`src/rtl/hts_pkg.sv`:
```
package hts_pkg;

  // timer slots; the first three also index the sticky flags and clrFlags
  localparam int T_HSK   = 0;
  localparam int T_RETRY = 1;
  localparam int T_BUSY  = 2;
  localparam int T_PACE  = 3;
  localparam int NT      = 4;
  localparam int NFLAG   = 3;

  typedef struct packed {
    logic [NT-1:0] start;
    logic [NT-1:0] stop;
  } hts_strobe_t;

endpackage

```
`src/rtl/hts_timer.sv`:
```
module hts_timer #(
  parameter int CW = 16
) (
  input  logic          clk,
  input  logic          rstN,
  input  logic          tick,
  input  logic          start,
  input  logic          stop,
  input  logic [CW-1:0] limit,
  output logic          expire
);

  logic          armed;
  logic [CW-1:0] cnt;
  logic          limZero;

  assign limZero = (limit == '0);

  // the tick that reaches the limit; a stop in the same cycle suppresses it
  assign expire = armed && tick && !stop && (cnt == limit - CW'(1));

  always_ff @(posedge clk) begin
    if (!rstN) begin
      armed <= 1'b0;
      cnt   <= '0;
    end else if (stop || expire || limZero) begin
      armed <= 1'b0;
      cnt   <= '0;
    end else if (!armed) begin
      armed <= start;
      cnt   <= '0;
    end else if (tick) begin
      cnt <= cnt + CW'(1);
    end
  end

endmodule

```
`src/rtl/hts_ctrl.sv`:
```
module hts_ctrl
  import hts_pkg::*;
#(
  parameter int OFS_W = 6
) (
  input  logic             clk,
  input  logic             rstN,
  input  logic             roleTarget,
  input  logic             syncMode,
  input  logic             reqIn,
  input  logic             ackIn,
  input  logic [OFS_W-1:0] offsetCnt,
  input  logic             retryReq,
  input  logic             busyIn,
  input  logic             paceReq,
  output hts_strobe_t      strb
);

  logic reqQ, ackQ;
  logic reqRise, ackRise;
  logic lastAck;

  always_ff @(posedge clk) begin
    if (!rstN) begin
      reqQ <= 1'b0;
      ackQ <= 1'b0;
    end else begin
      reqQ <= reqIn;
      ackQ <= ackIn;
    end
  end

  assign reqRise = reqIn && !reqQ;
  assign ackRise = ackIn && !ackQ;
  assign lastAck = ackRise && (offsetCnt == OFS_W'(1));

  always_comb begin
    strb = '0;
    // handshake window: open/close depend on role and transfer type
    unique case ({syncMode, roleTarget})
      2'b01: begin
        strb.start[T_HSK] = reqRise;
        strb.stop[T_HSK]  = ackIn;
      end
      2'b00: begin
        strb.start[T_HSK] = ackRise;
        strb.stop[T_HSK]  = !reqIn;
      end
      2'b11: begin
        strb.start[T_HSK] = reqRise;
        strb.stop[T_HSK]  = lastAck;
      end
      default: begin
        strb.start[T_HSK] = 1'b0;
        strb.stop[T_HSK]  = 1'b1;
      end
    endcase
    strb.start[T_RETRY] = retryReq;
    strb.stop[T_RETRY]  = 1'b0;
    strb.start[T_BUSY]  = busyIn;
    strb.stop[T_BUSY]   = !busyIn;
    strb.start[T_PACE]  = paceReq;
    strb.stop[T_PACE]   = 1'b0;
  end

endmodule

```
`src/rtl/hts_datapath.sv`:
```
module hts_datapath
  import hts_pkg::*;
#(
  parameter int LIM_W = 16
) (
  input  logic             clk,
  input  logic             rstN,
  input  logic             tickIn,
  input  hts_strobe_t      strb,
  input  logic [LIM_W-1:0] limHsk,
  input  logic [LIM_W-1:0] limRetry,
  input  logic [LIM_W-1:0] limBusy,
  input  logic [LIM_W-1:0] limPace,
  input  logic [NFLAG-1:0] clrFlags,
  output logic [NFLAG-1:0] flags,
  output logic             paceGo
);

  logic [LIM_W-1:0] limArr [NT];
  logic [NT-1:0]    expire;
  logic [NFLAG-1:0] flagQ;
  logic             paceGoQ;

  assign limArr[T_HSK]   = limHsk;
  assign limArr[T_RETRY] = limRetry;
  assign limArr[T_BUSY]  = limBusy;
  assign limArr[T_PACE]  = limPace;

  for (genvar i = 0; i < NT; i++) begin : g_tmr
    hts_timer #(.CW(LIM_W)) tmr_i (
      .clk    (clk),
      .rstN   (rstN),
      .tick   (tickIn),
      .start  (strb.start[i]),
      .stop   (strb.stop[i]),
      .limit  (limArr[i]),
      .expire (expire[i])
    );
  end

  // sticky flags: a new expiry outranks a clear in the same cycle
  for (genvar f = 0; f < NFLAG; f++) begin : g_flag
    always_ff @(posedge clk) begin
      if (!rstN)          flagQ[f] <= 1'b0;
      else if (expire[f]) flagQ[f] <= 1'b1;
      else if (clrFlags[f]) flagQ[f] <= 1'b0;
    end
  end

  always_ff @(posedge clk) begin
    if (!rstN) paceGoQ <= 1'b0;
    else       paceGoQ <= expire[T_PACE] || (strb.start[T_PACE] && (limPace == '0));
  end

  assign flags  = flagQ;
  assign paceGo = paceGoQ;

endmodule

```
`src/rtl/hsk_timeout_sup.sv`:
```
module hsk_timeout_sup
  import hts_pkg::*;
#(
  parameter int OFS_W = 6,
  parameter int LIM_W = 16
) (
  input  logic             clk,
  input  logic             rstN,
  input  logic             tickIn,
  input  logic             roleTarget,
  input  logic             syncMode,
  input  logic             reqIn,
  input  logic             ackIn,
  input  logic [OFS_W-1:0] offsetCnt,
  input  logic             retryReq,
  input  logic             busyIn,
  input  logic             paceReq,
  input  logic [LIM_W-1:0] limHsk,
  input  logic [LIM_W-1:0] limRetry,
  input  logic [LIM_W-1:0] limBusy,
  input  logic [LIM_W-1:0] limPace,
  input  logic [2:0]       clrFlags,
  output logic             hskTimeout,
  output logic             retryTimeout,
  output logic             busyTimeout,
  output logic             paceGo
);

  hts_strobe_t      strb;
  logic [NFLAG-1:0] flags;

  hts_ctrl #(.OFS_W(OFS_W)) ctrl_i (
    .clk        (clk),
    .rstN       (rstN),
    .roleTarget (roleTarget),
    .syncMode   (syncMode),
    .reqIn      (reqIn),
    .ackIn      (ackIn),
    .offsetCnt  (offsetCnt),
    .retryReq   (retryReq),
    .busyIn     (busyIn),
    .paceReq    (paceReq),
    .strb       (strb)
  );

  hts_datapath #(.LIM_W(LIM_W)) dp_i (
    .clk      (clk),
    .rstN     (rstN),
    .tickIn   (tickIn),
    .strb     (strb),
    .limHsk   (limHsk),
    .limRetry (limRetry),
    .limBusy  (limBusy),
    .limPace  (limPace),
    .clrFlags (clrFlags),
    .flags    (flags),
    .paceGo   (paceGo)
  );

  assign hskTimeout   = flags[T_HSK];
  assign retryTimeout = flags[T_RETRY];
  assign busyTimeout  = flags[T_BUSY];

endmodule

```
`config.mk`:
```
export PLATFORM = sky130hd
export DESIGN_NAME = hsk_timeout_sup
export DESIGN_NICKNAME = d
export VERILOG_FILES = /design/src/rtl/hts_pkg.sv /design/src/rtl/hts_timer.sv /design/src/rtl/hts_ctrl.sv /design/src/rtl/hts_datapath.sv /design/src/rtl/hsk_timeout_sup.sv
export SDC_FILE = /design/constraint.sdc
export NUM_CORES = 1
export LEC_CHECK = 0
export ABC_AREA = 1
export BUFFER_PORTS_ARGS = -buffer_cell sky130_fd_sc_hd__buf_2
export CORE_MARGIN = 1
export CORE_UTILIZATION = 30
export CTS_CLUSTER_SIZE = 40
export DETAILED_ROUTE_END_ITERATION = 8
export PLACE_DENSITY = 0.47
export SYNTH_ARGS = -nofsm -noshare
export SYNTH_HDL_FRONTEND = slang
export SYNTH_SLANG_ARGS = --single-unit
export TNS_END_PERCENT = 10
```
`constraint.sdc`:
```
create_clock -name clk -period 1.7 [get_ports clk]
set_input_delay 0.085 -clock clk [delete_from_list [all_inputs] [get_ports clk]]
set_output_delay 0.085 -clock clk [all_outputs]
set_load 0.02 [all_outputs]
```
==> metrics <==
Starting Density=0.308; Clock Sinks=74; Worst-Skew Late Latency=0.34 ns; die area=between 15000 and 20000 um2; Slew @ Worst Pin=0.427 ns; Max VDD drop=approximately 0.00046 V; Die H=141 um; via count=approximately 5.6k; clock root buffer=clkbuf_16; CORE AREA=18800 um2; min-delay worst type=in2reg; top cells by area, synth=dfxtp_1 (26%), nand2_1 (14%), xor2_1 (12%); NumNets Final=1166; antenna-violating nets left=0; Avg Cell Area, Syn=about 6.5 um2; Num CTS Buffers=9; Setup Skew=0.00554 ns; Post-synth EDFFs=0; Hold Crit Depth=4; largest net degree at the start of global routing=18; Port Buffer Count=86; std cell rows=50; worst rel slew slack=0.714; Fmax achieved=606 MHz; Power Total=~4500 uW; Clock Tree Buf Depth=2; crit path DAT=about 1.9 ns; Post-Synthesis Cells=891; CTS tree=built; sequential area share after synthesis=0.256; I/O pins=between 80 and 90; Post-Synthesis Cell Area=about 5800 um2; first-pass GRT wire length=24800 um; final wirelength=14900 um; DP HPWL=between 10000 and 15000 um; crit-path max FO=5; DR pass1 iterations=4; DR iter-0 viols=202; H-Tree Depth=3; initial antenna violation count=0; Yosys reg bits=74; Netlist cell types=39; syn nets=982; CP Capture Type=flip-flop; # placed instances=around 1.3k; top_reg_cell synth=dfxtp_1; highest-count cells in the layout ignoring fill and taps=nand2_1 (203), nor2_1 (142), inv_1 (114); Sum Neg Setup Slack=0 ns; Horiz. Die Dim=around 140 um; asr flop ratio synth=0; most common cell after layout, fill and taps aside=nand2_1; number of antenna cells inserted=0; DRC violations left=0; layout cell share with drive strength beyond 1=0.301; run status=completed; Congestion Overflow GR=0; CP peak stage delay=0.36 ns; clock slew at reported path FFs=approximately 0.060 ns; wire length per cell=about 11 um; Filler cells=2013; Slew Limit Fails=0; fin cells=1340; Setup violations, final=0; Worst setup SP type=flip-flop; Synth area leader=dfxtp_1; fin crit share=0.970; worst hold slack=0.0371 ns; routability cong.=0.795; Crit Path Category=reg2reg; GRT Util Overall=0.156; # Max-Cap Violations=0; RSZ-0062 raised after global routing=true; Slowest cell on crit path=dfxtp_4; via/cell ratio=4.19; Area Growth Syn to Fin=34.0%; Pwr Density=582 nW/um2; YS warnings=0; r2r worst-path depth=12; Req. time, crit path=1.93 ns; Fin. Hold Viols=0; Cell Chain, Critical Path=nand2_2 > inv_2 > nor2_4 > inv_1 > nand2_1 > nand3_1 > nor2_2 > nand3_2 > nor2_4 > nand3_4 > nand3_4 > nand2_2; vias in the first global route=5347; share of the synthesized area in the top cell type=0.256; post-layout min period=1.65 ns; Static Leak=0.00337 uW
==> worst max-delay path: cells and delay by family, from the launching register on <==
kind | cells | cell delay, ns
buf+inv | 2 | 0.09
flops | 1 | 0.36
simple gates | 10 | 1.09
==> power by group <==
| part | internal, uW | switching, uW | total, uW |
|---|---|---|---|
| Clock | 1320 | 751 | 2070 |
| Sequential | 1750 | 8.39 | 1750 |
| Combinational | 301 | 389 | 690 |
| Total | 3370 | 1150 | 4520 |
==> kinds of logic (layout without fill, tap and decap cells) <==
family                   after synthesis  after routing  share of synthesized area
AND/OR/NAND/NOR                      523            526                      0.413
flip-flops                            74             74                      0.256
buffers and inverters                131            317                     0.0938
XOR/XNOR                             122            122                      0.186
AO/OA/AOI/OAI                         29             29                     0.0274
adder cells (fa/ha/maj)                8              8                     0.0173
multiplexers                           4              4                    0.00691
==> synthesized netlist by cell type, drive strengths merged, types with 2 or more instances <==
| master | number |
|---|---|
| nor2 | 200 |
| nand2 | 217 |
| o21ai | 17 |
| xor2 | 83 |
| nand4 | 18 |
| mux2i | 4 |
| a21oi | 6 |
| nor3 | 16 |
| and3 | 2 |
| o211ai | 2 |
| buf | 7 |
| nand3 | 59 |
| inv | 124 |
| ha | 8 |
| dfxtp | 74 |
| nand3b | 6 |
| xnor2 | 39 |
| nor4 | 4 |
==> routing by layer <==
layer | vias up | global-route usage | wire length, um
met4 | 0 | 0.0429 | 187
met3 | 13 | 0.0279 | 433
met2 | 75 | 0.255 | 6630
li1 | 3119 | - | -
met5 | - | 0 | 0
met1 | 2409 | 0.211 | 7690
==> metrics by stage <==
stage / setup slack (ns) / util / area, um2
2_1_floorplan: 0.0832 / - / 5790
3_3_place_gp: -0.137 / 0.377 / 7100
3_5_place_dp: -0.180 / 0.377 / 7100
4_1_cts: -0.00241 / 0.400 / 7530
5_1_grt: -0.144 / 0.412 / 7760
6_report: 0.0508 / 0.412 / 7760
==> flip-flops by register name, indices dropped and copies added (netlist names) <==
signal	count
ctrl_i.ackQ	1
ctrl_i.reqQ	1
dp_i.flags	3
dp_i.g_tmr.tmr_i.armed	4
dp_i.g_tmr.tmr_i.cnt	64
dp_i.paceGo	1
==> path summary, 6_finish.rpt <==
kind	startpoint	to	slack (ns)
setup / recovery	dp_i.g_tmr[1].tmr_i.cnt[6]$_SDFFE_PP0P_	dp_i.g_tmr[1].tmr_i.armed$_SDFF_PP0_	0.05
hold / removal	clrFlags[1]	dp_i.flags[1]$_SDFFE_PN0P_	0.04
setup reg to reg	dp_i.g_tmr[1].tmr_i.cnt[6]$_SDFFE_PP0P_	dp_i.g_tmr[1].tmr_i.armed$_SDFF_PP0_	0.05
hold reg to reg	dp_i.flags[2]$_SDFFE_PN0P_	dp_i.flags[2]$_SDFFE_PN0P_	0.47
==> repair_timing <==
action                     4_1_cts  5_1_grt
pin swaps                        6       18
resized for setup                9       67
gates cloned                     1        2
hold endpoints to repair         5        0
buffers inserted                 2        2
hold buffers                     5        0
setup endpoints to repair       22       71
==> area by class of cell <==
type / instances / area [um2] / area share
Inverter: 124 / 465 / 0.0600
Multi-Input combinational cell: 689 / 4000 / 0.515
Clock inverter: 5 / 77.6 / 0.00999
Timing Repair Buffer: 177 / 1140 / 0.147
Tap cell: 260 / 325 / 0.0419
Sequential cell: 74 / 1510 / 0.195
Clock buffer: 11 / 243 / 0.0313
Note: power is estimated with default switching activity, not from simulation.
